[config.mk]
export PLATFORM = sky130hd
export DESIGN_NAME = sb_issue_scoreboard
export DESIGN_NICKNAME = d
export VERILOG_FILES = /design/src/rtl/sb_pkg.sv /design/src/rtl/sb_unit_tracker.sv /design/src/rtl/sb_pending_table.sv /design/src/rtl/sb_hazard_check.sv /design/src/rtl/sb_issue_scoreboard.sv
export SDC_FILE = /design/constraint.sdc
export NUM_CORES = 1
export LEC_CHECK = 0
export BUFFER_PORTS_ARGS = -buffer_cell sky130_fd_sc_hd__buf_2
export CAP_MARGIN = 20
export CORE_MARGIN = 2
export CORE_UTILIZATION = 47
export CTS_BUF_LIST = sky130_fd_sc_hd__clkbuf_4 sky130_fd_sc_hd__clkbuf_8 sky130_fd_sc_hd__clkbuf_16
export CTS_CLUSTER_DIAMETER = 200
export DETAILED_ROUTE_END_ITERATION = 12
export PLACE_DENSITY = 0.79
export SYNTH_ARGS = -nofsm -noshare
export SYNTH_HDL_FRONTEND = slang
export SYNTH_SLANG_ARGS = --single-unit
[constraint.sdc]
create_clock -name clk -period 3.13 [get_ports clk]
set_clock_uncertainty 0.1 [all_clocks]
set_input_delay 0.626 -clock clk [delete_from_list [all_inputs] [get_ports clk]]
set_output_delay 0.626 -clock clk [all_outputs]
set_load 0.05 [all_outputs]
[src/rtl/sb_pkg.sv]
package sb_pkg;
  parameter int NUM_REGS  = 8;
  parameter int NUM_UNITS = 3;
  parameter int UNIT_W    = 2;
  localparam int REG_W    = $clog2(NUM_REGS);
endpackage

[src/rtl/sb_unit_tracker.sv]
// Per-unit busy flag and destination tag; completion frees a unit for the
// decision made in the same cycle.
module sb_unit_tracker #(
  parameter int NU = 3,
  parameter int RW = 3
) (
  input  logic           clk,
  input  logic           rst,
  input  logic [NU-1:0]  done,
  input  logic [NU-1:0]  alloc,
  input  logic [RW-1:0]  alloc_dst,
  output logic [NU-1:0]  busy_eff,
  output logic [NU-1:0]  retire,
  output logic [NU*RW-1:0] retire_dst
);
  for (genvar u = 0; u < NU; u++) begin : g_unit
    logic          busy_q;
    logic [RW-1:0] dst_q;

    assign retire[u]              = busy_q & done[u];
    assign busy_eff[u]            = busy_q & ~done[u];
    assign retire_dst[u*RW +: RW] = dst_q;

    always_ff @(posedge clk) begin
      if (rst) begin
        busy_q <= 1'b0;
        dst_q  <= '0;
      end else if (alloc[u]) begin
        busy_q <= 1'b1;
        dst_q  <= alloc_dst;
      end else if (done[u]) begin
        busy_q <= 1'b0;
      end
    end
  end
endmodule

[src/rtl/sb_pending_table.sv]
// One outstanding-write bit per register. Set at issue, cleared by the
// retiring unit's tag; a set in the same cycle overrides the clear.
module sb_pending_table #(
  parameter int NR = 8,
  parameter int NU = 3,
  parameter int RW = 3
) (
  input  logic             clk,
  input  logic             rst,
  input  logic [NU-1:0]    retire,
  input  logic [NU*RW-1:0] retire_dst,
  input  logic             set_en,
  input  logic [RW-1:0]    set_dst,
  output logic [NR-1:0]    pend_eff
);
  logic [NR-1:0] pend_q;
  logic [NR-1:0] clr;
  logic [NR-1:0] set_vec;

  always_comb begin
    clr     = '0;
    set_vec = '0;
    for (int r = 0; r < NR; r++) begin
      for (int u = 0; u < NU; u++) begin
        if (retire[u] && retire_dst[u*RW +: RW] == RW'(r)) clr[r] = 1'b1;
      end
      if (set_en && set_dst == RW'(r)) set_vec[r] = 1'b1;
    end
  end

  assign pend_eff = pend_q & ~clr;

  always_ff @(posedge clk) begin
    if (rst) pend_q <= '0;
    else     pend_q <= pend_eff | set_vec;
  end
endmodule

[src/rtl/sb_hazard_check.sv]
// Combinational issue decision for the offered instruction.
module sb_hazard_check #(
  parameter int NR = 8,
  parameter int NU = 3,
  parameter int RW = 3,
  parameter int UW = 2
) (
  input  logic          in_valid,
  input  logic [UW-1:0] in_unit,
  input  logic [RW-1:0] in_dst,
  input  logic [RW-1:0] in_src_a,
  input  logic [RW-1:0] in_src_b,
  input  logic [NR-1:0] pend_eff,
  input  logic [NU-1:0] busy_eff,
  output logic          issue,
  output logic          stall,
  output logic [NU-1:0] sel
);
  logic [NU-1:0] unit_dec;
  logic          unit_ok;
  logic          struct_hz;
  logic          raw_hz;
  logic          waw_hz;
  logic          hazard;

  always_comb begin
    unit_dec = '0;
    for (int u = 0; u < NU; u++) begin
      if (in_unit == UW'(u)) unit_dec[u] = 1'b1;
    end
  end

  assign unit_ok   = |unit_dec;
  assign struct_hz = |(unit_dec & busy_eff);
  assign raw_hz    = pend_eff[in_src_a] | pend_eff[in_src_b];
  assign waw_hz    = pend_eff[in_dst];
  assign hazard    = ~unit_ok | struct_hz | raw_hz | waw_hz;

  assign issue = in_valid & ~hazard;
  assign stall = in_valid & hazard;
  assign sel   = issue ? unit_dec : '0;
endmodule

[src/rtl/sb_issue_scoreboard.sv]
module sb_issue_scoreboard #(
  parameter int NUM_REGS  = sb_pkg::NUM_REGS,
  parameter int NUM_UNITS = sb_pkg::NUM_UNITS,
  parameter int UNIT_W    = sb_pkg::UNIT_W,
  localparam int REG_W    = $clog2(NUM_REGS)
) (
  input  logic                 clk,
  input  logic                 rst,
  input  logic                 in_valid,
  input  logic [UNIT_W-1:0]    in_unit,
  input  logic [REG_W-1:0]     in_dst,
  input  logic [REG_W-1:0]     in_src_a,
  input  logic [REG_W-1:0]     in_src_b,
  input  logic [NUM_UNITS-1:0] done,
  output logic                 issue,
  output logic [NUM_UNITS-1:0] issue_sel,
  output logic                 stall
);
  logic [NUM_UNITS-1:0]       busy_eff;
  logic [NUM_UNITS-1:0]       retire;
  logic [NUM_UNITS*REG_W-1:0] retire_dst;
  logic [NUM_REGS-1:0]        pend_eff;

  sb_unit_tracker #(.NU(NUM_UNITS), .RW(REG_W)) units_i (
    .clk        (clk),
    .rst        (rst),
    .done       (done),
    .alloc      (issue_sel),
    .alloc_dst  (in_dst),
    .busy_eff   (busy_eff),
    .retire     (retire),
    .retire_dst (retire_dst)
  );

  sb_pending_table #(.NR(NUM_REGS), .NU(NUM_UNITS), .RW(REG_W)) pend_i (
    .clk        (clk),
    .rst        (rst),
    .retire     (retire),
    .retire_dst (retire_dst),
    .set_en     (issue),
    .set_dst    (in_dst),
    .pend_eff   (pend_eff)
  );

  sb_hazard_check #(.NR(NUM_REGS), .NU(NUM_UNITS), .RW(REG_W), .UW(UNIT_W)) hz_i (
    .in_valid (in_valid),
    .in_unit  (in_unit),
    .in_dst   (in_dst),
    .in_src_a (in_src_a),
    .in_src_b (in_src_b),
    .pend_eff (pend_eff),
    .busy_eff (busy_eff),
    .issue    (issue),
    .stall    (stall),
    .sel      (issue_sel)
  );
endmodule

Word-level counts from Yosys, hierarchy flattened
Index checks and enable logic that the tools add are counted.
{ "word_totals": {"out_inout_bits": 5, "input_bits": 17, "wordCells": 151, "ff_bits": 20} }
{ "op_classes": {"bitwise": 21, "magnitude_cmp": 3, "muxes": 48, "n_reduce_logical": 42, "eq_ne": 30} }
{ "op_table": {"columns": ["cell", "count"], "rows": [
  ["$eq 3x3->1 const B", 16],
  ["$mux 1", 44],
  ["$logic_and 1x1->1", 32],
  ["$eq 3x2->1 const B", 8],
  ["$eq 3x1->1 const B", 4],
  ["$logic_not 3->1", 4],
  ["$lt 3x4->1 const B", 3],
  ["$bmux 1 s3", 3],
  ["$and 1x1->1", 8],
  ["$and 8x8->8", 1],
  ["$not 8->8", 1],
  ["$or 8x8->8", 1],
  ["$reduce_bool 2->1", 3],
  ["$reduce_or 3->1", 2],
  ["$not 1->1", 5],
  ["$or 1x1->1", 4],
  ["$and 3x3->3", 1],
  ["$mux 3", 1],
  ["$eq 2x1->1 const B", 1],
  ["$eq 2x2->1 const B", 1],
  ["$logic_not 2->1", 1]
]} }

Logic depth before layout (Yosys ltp)
Gate-level depths: netlist (run 1).
{ "depth": {"word_depth": 17, "ltp_mapped": 9, "depth_no_buf": 7} }

Cells and area by module
Synthesis (run 1) repeated with hierarchy kept, for this count alone.
{ "unflattened": {"hier_cells": 137, "hier_area_um2": 1293.7} }
{ "modules_own_cells": {"columns": ["mod", "n_inst", "cells_each", "seq_area_each_um2", "area_per_inst_um2"], "rows": [
  ["sb_pending_table", 1, 65, 160.2, 576.8],
  ["sb_unit_tracker", 1, 40, 240.2, 439.2],
  ["sb_hazard_check", 1, 32, 0.0, 277.8]
]} }

Least setup slack after synthesis (run 1)
No wires, ideal clock.
{ "synth_path": {"path_kind": "input to output", "from": "input done[2]", "to": "output stall", "required_ps": 2404, "n_path_buf": 0, "slack_ps": -12, "t_arrival_ps": 2416, "stages": 7, "cell_sequence": "nor3b_1 a22oi_1 nand3b_1 a211oi_2 nor4_4 and2_2 nor2b_1"} }
{ "synth_between": {"elab_chain_cells": 11, "elab_cells_between_ends": 34, "cone_classes": "14 x mux; 11 x bitwise; 9 x reduce/logical"} }
{ "synth_rtl": {"columns": ["element", "line_no", "text"], "rows": [
  ["start: declaration", "sb_issue_scoreboard.sv:14", "input logic [NUM_UNITS-1:0] done,"],
  ["$and 1x1->1", "sb_unit_tracker.sv:20", "assign retire[u] = busy_q & done[u];"],
  ["$logic_and 1x1->1", "sb_pending_table.sv:25", "if (retire[u] && retire_dst[u*RW +: RW] == RW'(r)) clr[r] = 1'b1;"],
  ["$mux 1", "sb_pending_table.sv:25", null],
  ["$not 8->8", "sb_pending_table.sv:31", "assign pend_eff = pend_q & ~clr;"],
  ["$and 8x8->8", "sb_pending_table.sv:31", null],
  ["$bmux 1 s3", "sb_hazard_check.sv:35", "assign raw_hz = pend_eff[in_src_a] | pend_eff[in_src_b];"],
  ["$mux 1 (implied by the code)", "sb_hazard_check.sv:35", null],
  ["$or 1x1->1", "sb_hazard_check.sv:35", null],
  ["$or 1x1->1", "sb_hazard_check.sv:37", "assign hazard = ~unit_ok | struct_hz | raw_hz | waw_hz;"],
  ["$or 1x1->1 *", "sb_hazard_check.sv:37", null],
  ["$and 1x1->1 *", "sb_hazard_check.sv:40", "assign stall = in_valid & hazard;"],
  ["end: declaration", "sb_issue_scoreboard.sv:17", "output logic stall"]
]} }
Mark *: on every way between the ends. The rest lies on a longest branch, timed or not. The select of a mux whose other input is x is not followed.

Worst setup path in the final report (run 1)
Ends and elaborated chain as after synthesis.

==> results of run 1 <==
[sequential cells by signal, summed over array words and instances (netlist names)]
register	cells
units_i.g_unit.dst_q	9
units_i.g_unit.busy_q	3
pend_i.pend_q	8
[layer usage]
layer	global-route usage (%)	wire, um	up-vias
met3	3.41	255	6
met4	10.6	56	0
li1	-	-	704
met2	34.9	1820	70
met5	0	0	-
met1	32.3	1770	677
[metrics by stage]
stage | util [%] | instance area [um2] | hold WS (ns) | setup slack, ns | power [uW]
floorplan | - | 1500 | 0.361 | 0.171 | 354
global placement | 54.3 | 1660 | 0.389 | -0.0542 | 393
detailed placement | 54.3 | 1660 | 0.405 | -0.0915 | 394
CTS | 56.7 | 1730 | 0.423 | 0.0351 | 517
global route | 60.3 | 1840 | 0.443 | -0.00245 | 553
finish | 60.3 | 1840 | 0.417 | 0.0691 | 524
[how the worst min path moves through the flow]
| stage | startpoint | to | slack (ns) | cells after the start |
|---|---|---|---|---|
| 2_1_floorplan | units_i.g_unit[1].dst_q[2] | units_i.g_unit[1].dst_q[2] | 0.36 | 2 |
| 3_3_place_gp | units_i.g_unit[1].dst_q[2] | units_i.g_unit[1].dst_q[2] | 0.39 | 2 |
| 3_5_place_dp | units_i.g_unit[1].busy_q | units_i.g_unit[1].busy_q | 0.41 | 2 |
| 4_1_cts | units_i.g_unit[1].busy_q | units_i.g_unit[1].busy_q | 0.42 | 2 |
| 5_1_grt | units_i.g_unit[1].dst_q[0] | units_i.g_unit[1].dst_q[0] | 0.44 | 2 |
| 6_report | units_i.g_unit[2].dst_q[0] | units_i.g_unit[2].dst_q[0] | 0.42 | 2 |
[logic make-up after synthesis]
kind of cell,count (synthesis),synth area share (%)
and+or+nand+nor,92,38.6
AOI/OAI and AO/OA,41,24.4
DFF,20,26.7
muxes,9,6.01
buffers and inverters,9,4.25
[critical path: stages]
cell	delay (ns)
buf_2	0.13
and3b_1	0.20
a22oi_2	0.22
o211ai_1	0.18
o2111ai_2	0.27
nor4_4	0.08
buf_4	0.16
and2_2	0.19
nor2b_2	0.11
buf_6	0.16
[repair_timing]
item                       CTS  global route
pin swaps                    1             5
setup buffers                2             1
setup endpoints to repair    5             5
gates cloned                 0             0
resized for setup            9            26
[area by class of cell]
| type | instances | area, um2 |
|---|---|---|
| flip-flops and latches | 20 | 410 |
| well taps | 44 | 55.1 |
| multi-input cells | 142 | 1130 |
| clock buffers | 3 | 22.5 |
| fillers | 284 | 1210 |
| repair buffers | 30 | 204 |
| inverters | 4 | 15.0 |
[cells in the final DEF, fill, tap and decap left out, types with 4 or more instances in the layout]
master,n
buf_2,16
nand2_1,15
nor2_1,14
nand2b_1,14
dfxtp_1,14
nand3_1,10
mux2i_1,9
buf_4,9
o2111ai_1,8
a31o_1,8
buf_6,5
dfxtp_2,5
inv_1,4
[power by group through the flow]
stage / sequential (uW) / clock, uW / combinational [uW]
floorplan: 271 / 0 / 82.7
global placement: 273 / 0 / 120
detailed placement: 273 / 0 / 120
CTS: 267 / 123 / 127
global route: 269 / 135 / 149
finish: 268 / 117 / 138
==> metrics.txt, run 1 <==
Post-synth ARST share 0%; Post-synth EDFFs 0; Reg-to-Reg Start units_i.g_unit[2].dst_q[2]; max-slew violations 0; Placed Cells 237; largest net degree at the start of global routing 26; Final Critical Period 3.06 ns; area share of the largest cell type after synthesis 26.7%; Required @ worst endpoint 2.40 ns; Initial DRC Count 115; Cell variety after synth 45; Data arrival, critical path 2.33 ns; initial antenna violation count 0; insertion delay to the later sink of the worst-skew pair 0.29 ns; antenna-violating nets left 0; Final Hold Fails 0; CTS root buffer clkbuf_4; PortBufs 21; gr ovfl total 0; cts hold-fix bufs 0; slew margin rel. 74.7%; Mapped Area 1500 um2; R2R Path End pend_i.pend_q[5]; total of max-cap violations 0; Die Height 60.5 um; clk buf depth 2; IO Count 22; cts bufs inserted 3; Switching Share 30.5%; HPWL Detailed 2.93 mm; clock power share 22.4%; Register-to-Register Path Depth 9; top-count cell post-synth dfxtp_1; row cnt 20; HP Class reg -> reg; Starting Density 49.1%; status completed; ys flop type dfxtp_1; TritonCTS clock tree built; routability congestion estimate 1.02; Clock transition at path regs 0.10 ns; Power Dens Cells 285 nW/um2; critical path startpoint category primary input; diode count 0; CP max FO 5; average wire per standard cell 16.0 um; post-synthesis sequential area ratio 26.7%; worst slew pin tran 0.380 ns; area leader, netlist dfxtp_1; Setup Viol. Count Final 0; DRC 0; die area 3660 um2; gr usage total 23.0%; total wire length 3.90 mm; Syn-to-layout area delta 22.8%; Int Power 364 uW; P_sw 160 uW; #FFs+latches synth 20; vias in the first global route 1342; Crit. End Element primary output; share of post-route cells with drive strength above 1 36.7%; Die X 60.5 um; leak pwr 0.000708 uW; final period utilization 97.8%; Setup crit end stall; Commonest cells post-synth dfxtp_1 (20), nand2_1 (15), nand2b_1 (15); total core area 3050 um2; R2R setup slack 0.82 ns; htree depth 1; Flop pwr share 51.2%; vias 1457; FMAX 0.327 GHz; fin nets 218; ranking of synthesized cells by area dfxtp_1 (27%), nand2b_1 (6.3%), mux2i_1 (6.0%), o2111ai_1 (5.3%), a31o_1 (4.7%); TritonCTS Sinks 20; non-filler cells, final 243; Syn. warnings 0; Synthesized Nets 188; setup TNS 0 ns; drt pass-1 iters 4; Comb power frac 26.4%; first-pass GRT wire length 6.22 mm; crit path kind in -> out; Worst setup startpoint done[2]; Avg Inst Size Synth 8.77 um2; Worst VDD drop 0.000234 V; Avg Vias per Cell 6.00; Cells after Synth 171
No activity file was read; power rests on OpenSTA's default activity.
==> inputs of run 2 (changes only) <==
--- a/config.mk
+++ b/config.mk
@@ -7,11 +7,11 @@
 export LEC_CHECK = 0
 export BUFFER_PORTS_ARGS = -buffer_cell sky130_fd_sc_hd__buf_2
 export CAP_MARGIN = 20
-export CORE_MARGIN = 2
 export CORE_UTILIZATION = 47
 export CTS_BUF_LIST = sky130_fd_sc_hd__clkbuf_4 sky130_fd_sc_hd__clkbuf_8 sky130_fd_sc_hd__clkbuf_16
 export CTS_CLUSTER_DIAMETER = 200
 export DETAILED_ROUTE_END_ITERATION = 12
+export GPL_ROUTABILITY_DRIVEN = 0
 export PLACE_DENSITY = 0.79
 export SYNTH_ARGS = -nofsm -noshare
 export SYNTH_HDL_FRONTEND = slang
==> metrics.txt, run 2 (synthesis results as in run 1) <==
crit-path cells buf_2 -> nand3b_4 -> o31a_1 -> nand3_2 -> o2111ai_2 -> nor4_4 -> buf_4 -> and3_1 -> buf_6 (was buf_2 -> and3b_1 -> a22oi_2 -> o211ai_1 -> o2111ai_2 -> nor4_4 -> buf_4 -> and2_2 -> nor2b_2 -> buf_6); CTS root buffer clkbuf_4 (unchanged); cts hold-fix bufs 0 (unchanged); Setup Viol. Count Final 0 (unchanged); hold_sp units_i.g_unit[0].dst_q[2] (was units_i.g_unit[2].dst_q[0]); initial antenna violation count 0 (unchanged); gr ovfl total 0 (unchanged); RSZ-0062 raised after global routing true; insertion delay to the later sink of the worst-skew pair 0.30 ns (was 0.29 ns); max FFs per register 9 (unchanged); largest registers units_i.g_unit.dst_q x9, pend_i.pend_q x8, units_i.g_unit.busy_q x3 (unchanged); most frequent cells in the layout buf_2 (16), nand2_1 (15), nand2b_1 (15) (was buf_2 (16), nand2_1 (15), nor2_1 (14), nand2b_1 (14), dfxtp_1 (14)); cts bufs inserted 3 (unchanged); gr usage total 24.1% (was 23.0%); Required @ worst endpoint 2.40 ns (about the same); average wire per standard cell 15.4 um (was 16.0 um); register area 408 um2 (was 410 um2); final core utilization 60.5% (was 60.3%); FMAX 0.328 GHz (was 0.327 GHz); Clock transition at path regs 0.12 ns (was 0.10 ns); final period utilization 97.4% (was 97.8%); HP Class reg -> reg (unchanged); worst slew pin tran 0.385 ns (was 0.380 ns); Avg Vias per Cell 5.89 (was 6.00); Power Dens Cells 335 nW/um2 (was 285 nW/um2); total of max-cap violations 0 (unchanged); Final Critical Period 3.05 ns (was 3.06 ns); crit path kind in -> out (unchanged); total wire length 3.80 mm (was 3.90 mm); Max stage delay cell, worst path o31a_1 (was o2111ai_2); vias 1448 (was 1457); non-filler cells, final 246 (was 243); crit path buf inv count 3 (unchanged); final worst slack 0.0816 ns (was 0.0691 ns); Data arrival, critical path 2.32 ns (was 2.33 ns); CP max FO 6 (was 5); Initial DRC Count 107 (was 115); PortBufs 21 (unchanged); htree depth 1 (unchanged); fin nets 220 (was 218); clk buf depth 2 (unchanged); Register-to-Register Path Depth 9 (unchanged); fillcell total 265 (was 284); Multi-input gate area 1090 um2 (was 1130 um2); drt pass-1 iters 5 (was 4); antenna-violating nets left 0 (unchanged); TritonCTS Sinks 20 (unchanged); commonest non-fill, non-tap cell in the layout buf_2 (unchanged); Crit. End Element primary output (unchanged); critical path startpoint category primary input (unchanged); die area 3420 um2 (was 3660 um2); Die Height 58.5 um (was 60.5 um); largest net degree at the start of global routing 26 (unchanged); R2R setup slack 0.81 ns (was 0.82 ns); slew margin rel. 74.4% (was 74.7%); hold path depth 2 (unchanged); Placed Cells 239 (was 237); Final Hold Fails 0 (unchanged); TritonCTS clock tree built (unchanged); Top reg by flops units_i.g_unit.dst_q (unchanged); Starting Density 49.5% (was 49.1%); diode count 0 (unchanged); row cnt 20 (unchanged); max-slew violations 0 (unchanged); leak pwr 0.000725 uW (was 0.000708 uW); Setup WS pre-CTS -0.0533 ns (was -0.0915 ns); Slowest Stage Delay on Critical Path 0.32 ns (was 0.27 ns); hold endpoint units_i.g_unit[0].dst_q[2] (was units_i.g_unit[2].dst_q[0]); first-pass GRT wire length 6.20 mm (was 6.22 mm); DRC 0 (unchanged); Reg-to-Reg Start units_i.g_unit[2].dst_q[1] (was units_i.g_unit[2].dst_q[2]); HPWL Detailed 2.87 mm (was 2.93 mm); vias in the first global route 1282 (was 1342); share of post-route cells with drive strength above 1 35.1% (was 36.7%); R2R Path End pend_i.pend_q[6] (was pend_i.pend_q[5]); delay-heaviest family, CP simple AND/OR/NAND/NOR gates (was compound AO/OA/AOI/OAI gates); Die X 58.5 um (was 60.5 um); Syn-to-layout area delta 22.1% (was 22.8%); IO Count 22 (unchanged); Worst VDD drop 0.000231 V (was 0.000234 V); total core area 3030 um2 (was 3050 um2); status completed (unchanged)
## run 2: worst min-delay path: stages, from the launching register on
cell and delay [ns]:
dfxtp_2 0.36, nand2b_1 0.07, mux2i_1 0.06
## run 2: per-stage QoR
step,hold WS (ns),TNS (ns),area [um2],power [uW]
finish,0.416,0,1830,613
global route,0.443,-0.00650,1830,641
CTS,0.413,0,1760,605
detailed placement,0.395,-0.0962,1670,394
global placement,0.386,-0.0611,1670,393
floorplan,0.361,0,1500,354
## run 2: layout make-up
| type | instances | share of cell area [%] |
|---|---|---|
| repair buffers | 32 | 11.5 |
| multi-input cells | 142 | 59.5 |
| clock buffers | 3 | 1.23 |
| flip-flops and latches | 20 | 22.3 |
| inverters | 4 | 0.820 |
| well taps | 44 | 3.01 |
| clock inverters | 1 | 1.64 |
## run 2: timing repair
action	4_1_cts	5_1_grt
setup endpoints to repair	4	5
cloned	0	0
gates resized for setup	7	19
pin swaps	1	2
setup buffers	1	2
## run 2: power breakdown
part	internal, uW	switching (uW)	total, uW
clock	129	79.6	209
sequential	262	6.43	268
combinational	56.3	79.7	136
## run 2: how the worst max path moves through the flow
| stage | start | end | slack [ns] | depth (start not counted) |
|---|---|---|---|---|
| floorplan | done[1] | issue_sel[0] | 0.17 | 7 |
| global placement | done[0] | issue | -0.04 | 8 |
| detailed placement | done[2] | issue | -0.05 | 8 |
| CTS | done[1] | issue_sel[1] | 0.04 | 10 |
| global route | units_i.g_unit[0].dst_q[0] | issue | -0.007 | 9 |
| finish | done[0] | issue | 0.08 | 9 |
## run 2: layer usage
layer	GRT usage (%)	up-vias	wire length [um]	part of all wire, %
met5	0	-	0	0
met4	3.74	0	0	0
met3	4.62	0	176	4.6
met2	40.1	53	1880	50
met1	33.1	687	1740	46
li1	-	708	-	-
==> inputs of run 3 (changes only) <==
==> constraint.sdc (replaced) <==
create_clock -name clk -period 3.13 [get_ports clk]
set_clock_uncertainty 0.1 [all_clocks]
set_input_delay 0 -clock clk [delete_from_list [all_inputs] [get_ports clk]]
set_output_delay 0 -clock clk [all_outputs]
set_load 0.05 [all_outputs]
==> metrics.txt, run 3 (synthesis results as in run 1) <==
Crit. End Element register (was primary output); clock power share 35.9% (was 34.1%); IO Count 22 (unchanged); vias 1420 (was 1448); largest registers units_i.g_unit.dst_q x9, pend_i.pend_q x8, units_i.g_unit.busy_q x3 (unchanged); cts bufs inserted 3 (unchanged); Resized Gates After CTS 0 (was 7); die area 3420 um2 (unchanged); worst slew pin tran 0.650 ns (was 0.385 ns); Die X 58.5 um (unchanged); final period utilization 92.9% (was 97.4%); max-slew violations 0 (unchanged); Flop pwr share 43.7% (about the same); htree depth 1 (unchanged); total wire length 3.78 mm (was 3.80 mm); total of max-cap violations 0 (unchanged); Setup Viol. Count Final 0 (unchanged); fin area 1770 um2 (was 1830 um2); status completed (unchanged); Post-CTS Setup Bufs 0 (was 1); antenna-violating nets left 0 (unchanged); fin nets 220 (unchanged); TritonCTS Sinks 20 (unchanged); R2R setup slack 0.22 ns (was 0.81 ns); Syn-to-layout area delta 18.3% (was 22.1%); average wire per standard cell 15.4 um (about the same); initial antenna violation count 0 (unchanged); Power Dens Cells 344 nW/um2 (was 335 nW/um2); total core area 3030 um2 (unchanged); Post-DP Area 1610 um2 (was 1670 um2); max FFs per register 9 (unchanged); Avg Vias per Cell 5.77 (was 5.89); largest net degree at the start of global routing 26 (unchanged); Data arrival, critical path 3.03 ns (was 2.32 ns); Max stage delay cell, worst path dlygate4sd3_1 (was o31a_1); DRC 0 (unchanged); Clock transition at path regs 0.13 ns (was 0.12 ns); FMAX 0.344 GHz (was 0.328 GHz); slew margin rel. 56.0% (was 74.4%); PortBufs 21 (unchanged); Switching Share 28.0% (was 27.0%); CTS root buffer clkbuf_4 (unchanged); gr usage total 23.8% (was 24.1%); most frequent cells in the layout buf_2 (21), dfxtp_1 (20), nand2_1 (15), nand2b_1 (15), nor2_1 (14) (was buf_2 (16), nand2_1 (15), nand2b_1 (15)); Required @ worst endpoint 3.26 ns (was 2.40 ns); CP max FO 6 (unchanged); diode count 0 (unchanged); drt pass-1 iters 4 (was 5); clk buf depth 2 (unchanged); row cnt 20 (unchanged); Multi-input gate area 1040 um2 (was 1090 um2); fillcell total 266 (was 265); register area 400 um2 (was 408 um2); Initial DRC Count 86 (was 107); crit path kind reg -> reg (was in -> out); Starting Density 49.5% (unchanged); vias in the first global route 1329 (was 1282); Top reg by flops units_i.g_unit.dst_q (unchanged); critical path startpoint category register (was primary input); share of post-route cells with drive strength above 1 21.8% (was 35.1%); first-pass GRT wire length 6.10 mm (was 6.20 mm); RSZ-0062 raised after global routing false (was true); leak pwr 0.000707 uW (was 0.000725 uW); Worst VDD drop 0.000219 V (was 0.000231 V); P_sw 171 uW (was 166 uW); TritonCTS clock tree built (unchanged); commonest non-fill, non-tap cell in the layout buf_2 (unchanged); Die Height 58.5 um (unchanged); Comb power frac 20.4% (was 22.2%); HP Class in -> reg (was reg -> reg); crit-path cells nor2b_1 -> a22oi_1 -> o211ai_1 -> o2111ai_1 -> nor4_4 -> nand4_2 -> mux2i_1 -> dlygate4sd3_1 (was buf_2 -> nand3b_4 -> o31a_1 -> nand3_2 -> o2111ai_2 -> nor4_4 -> buf_4 -> and3_1 -> buf_6); Final Hold Fails 0 (unchanged); setup TNS 0 ns (unchanged); Slowest Stage Delay on Critical Path 0.55 ns (was 0.32 ns); gr ovfl total 0 (unchanged); HPWL Detailed 2.82 mm (was 2.87 mm); Final Critical Period 2.91 ns (was 3.05 ns); Int Power 440 uW (was 447 uW); insertion delay to the later sink of the worst-skew pair 0.32 ns (was 0.30 ns)
[run 3: area by class of cell]
type,count,share of cell area [%]
clock buffers,3,1.27
clock inverters,1,1.69
inverters,4,0.846
multi-input cells,142,58.4
flip-flops and latches,20,22.6
well taps,44,3.10
repair buffers,32,12.1
[run 3: worst max-delay path, delay by kind of cell (launching register included)]
kind | cells | cell delay (ns)
and+or+nand+nor | 3 | 1.07
buffers and inverters | 1 | 0.55
AOI/OAI and AO/OA | 3 | 0.52
DFF | 1 | 0.38
muxes | 1 | 0.18
[run 3: stage by stage]
step	hold slack, ns	instances	util [%]	setup slack (ns)	total power (uW)
after CTS	0.0185	245	58.3	0.266	611
after floorplan	0.0853	171	-	0.865	353
after global placement	0.264	231	53.2	0.734	386
after detailed placement	0.267	231	53.2	0.692	386
final	0.0469	246	58.6	0.224	611
after global routing	0.0362	246	58.6	0.0873	639
[run 3: layer usage]
metal	part of all wire (%)	track usage [%]
met1	47	31.5
met4	1.2	8.84
met2	47	40.7
met5	0	0
met3	4.8	1.98
[run 3: power groups by stage]
stage	logic (uW)	clock network (uW)	registers [uW]
final	125	219	267
after global routing	133	238	268
after CTS	122	222	267
after detailed placement	113	0	273
after global placement	113	0	272
after floorplan	81.9	0	271
[run 3: what timing repair did]
| action | CTS | global route |
|---|---|---|
| hold buffers | 10 | 1 |
| hold endpoints to repair | 13 | 1 |
| setup endpoints to repair | 0 | 0 |
[run 3: worst paths after layout]
check | startpoint | to | depth (start not counted)
max | units_i.g_unit[1].busy_q | units_i.g_unit[1].dst_q[2] | 8
min | in_unit[1] | units_i.g_unit[0].dst_q[1] | 4
max reg2reg | units_i.g_unit[1].busy_q | units_i.g_unit[1].dst_q[2] | 8
min reg2reg | units_i.g_unit[1].dst_q[0] | units_i.g_unit[1].dst_q[0] | 2
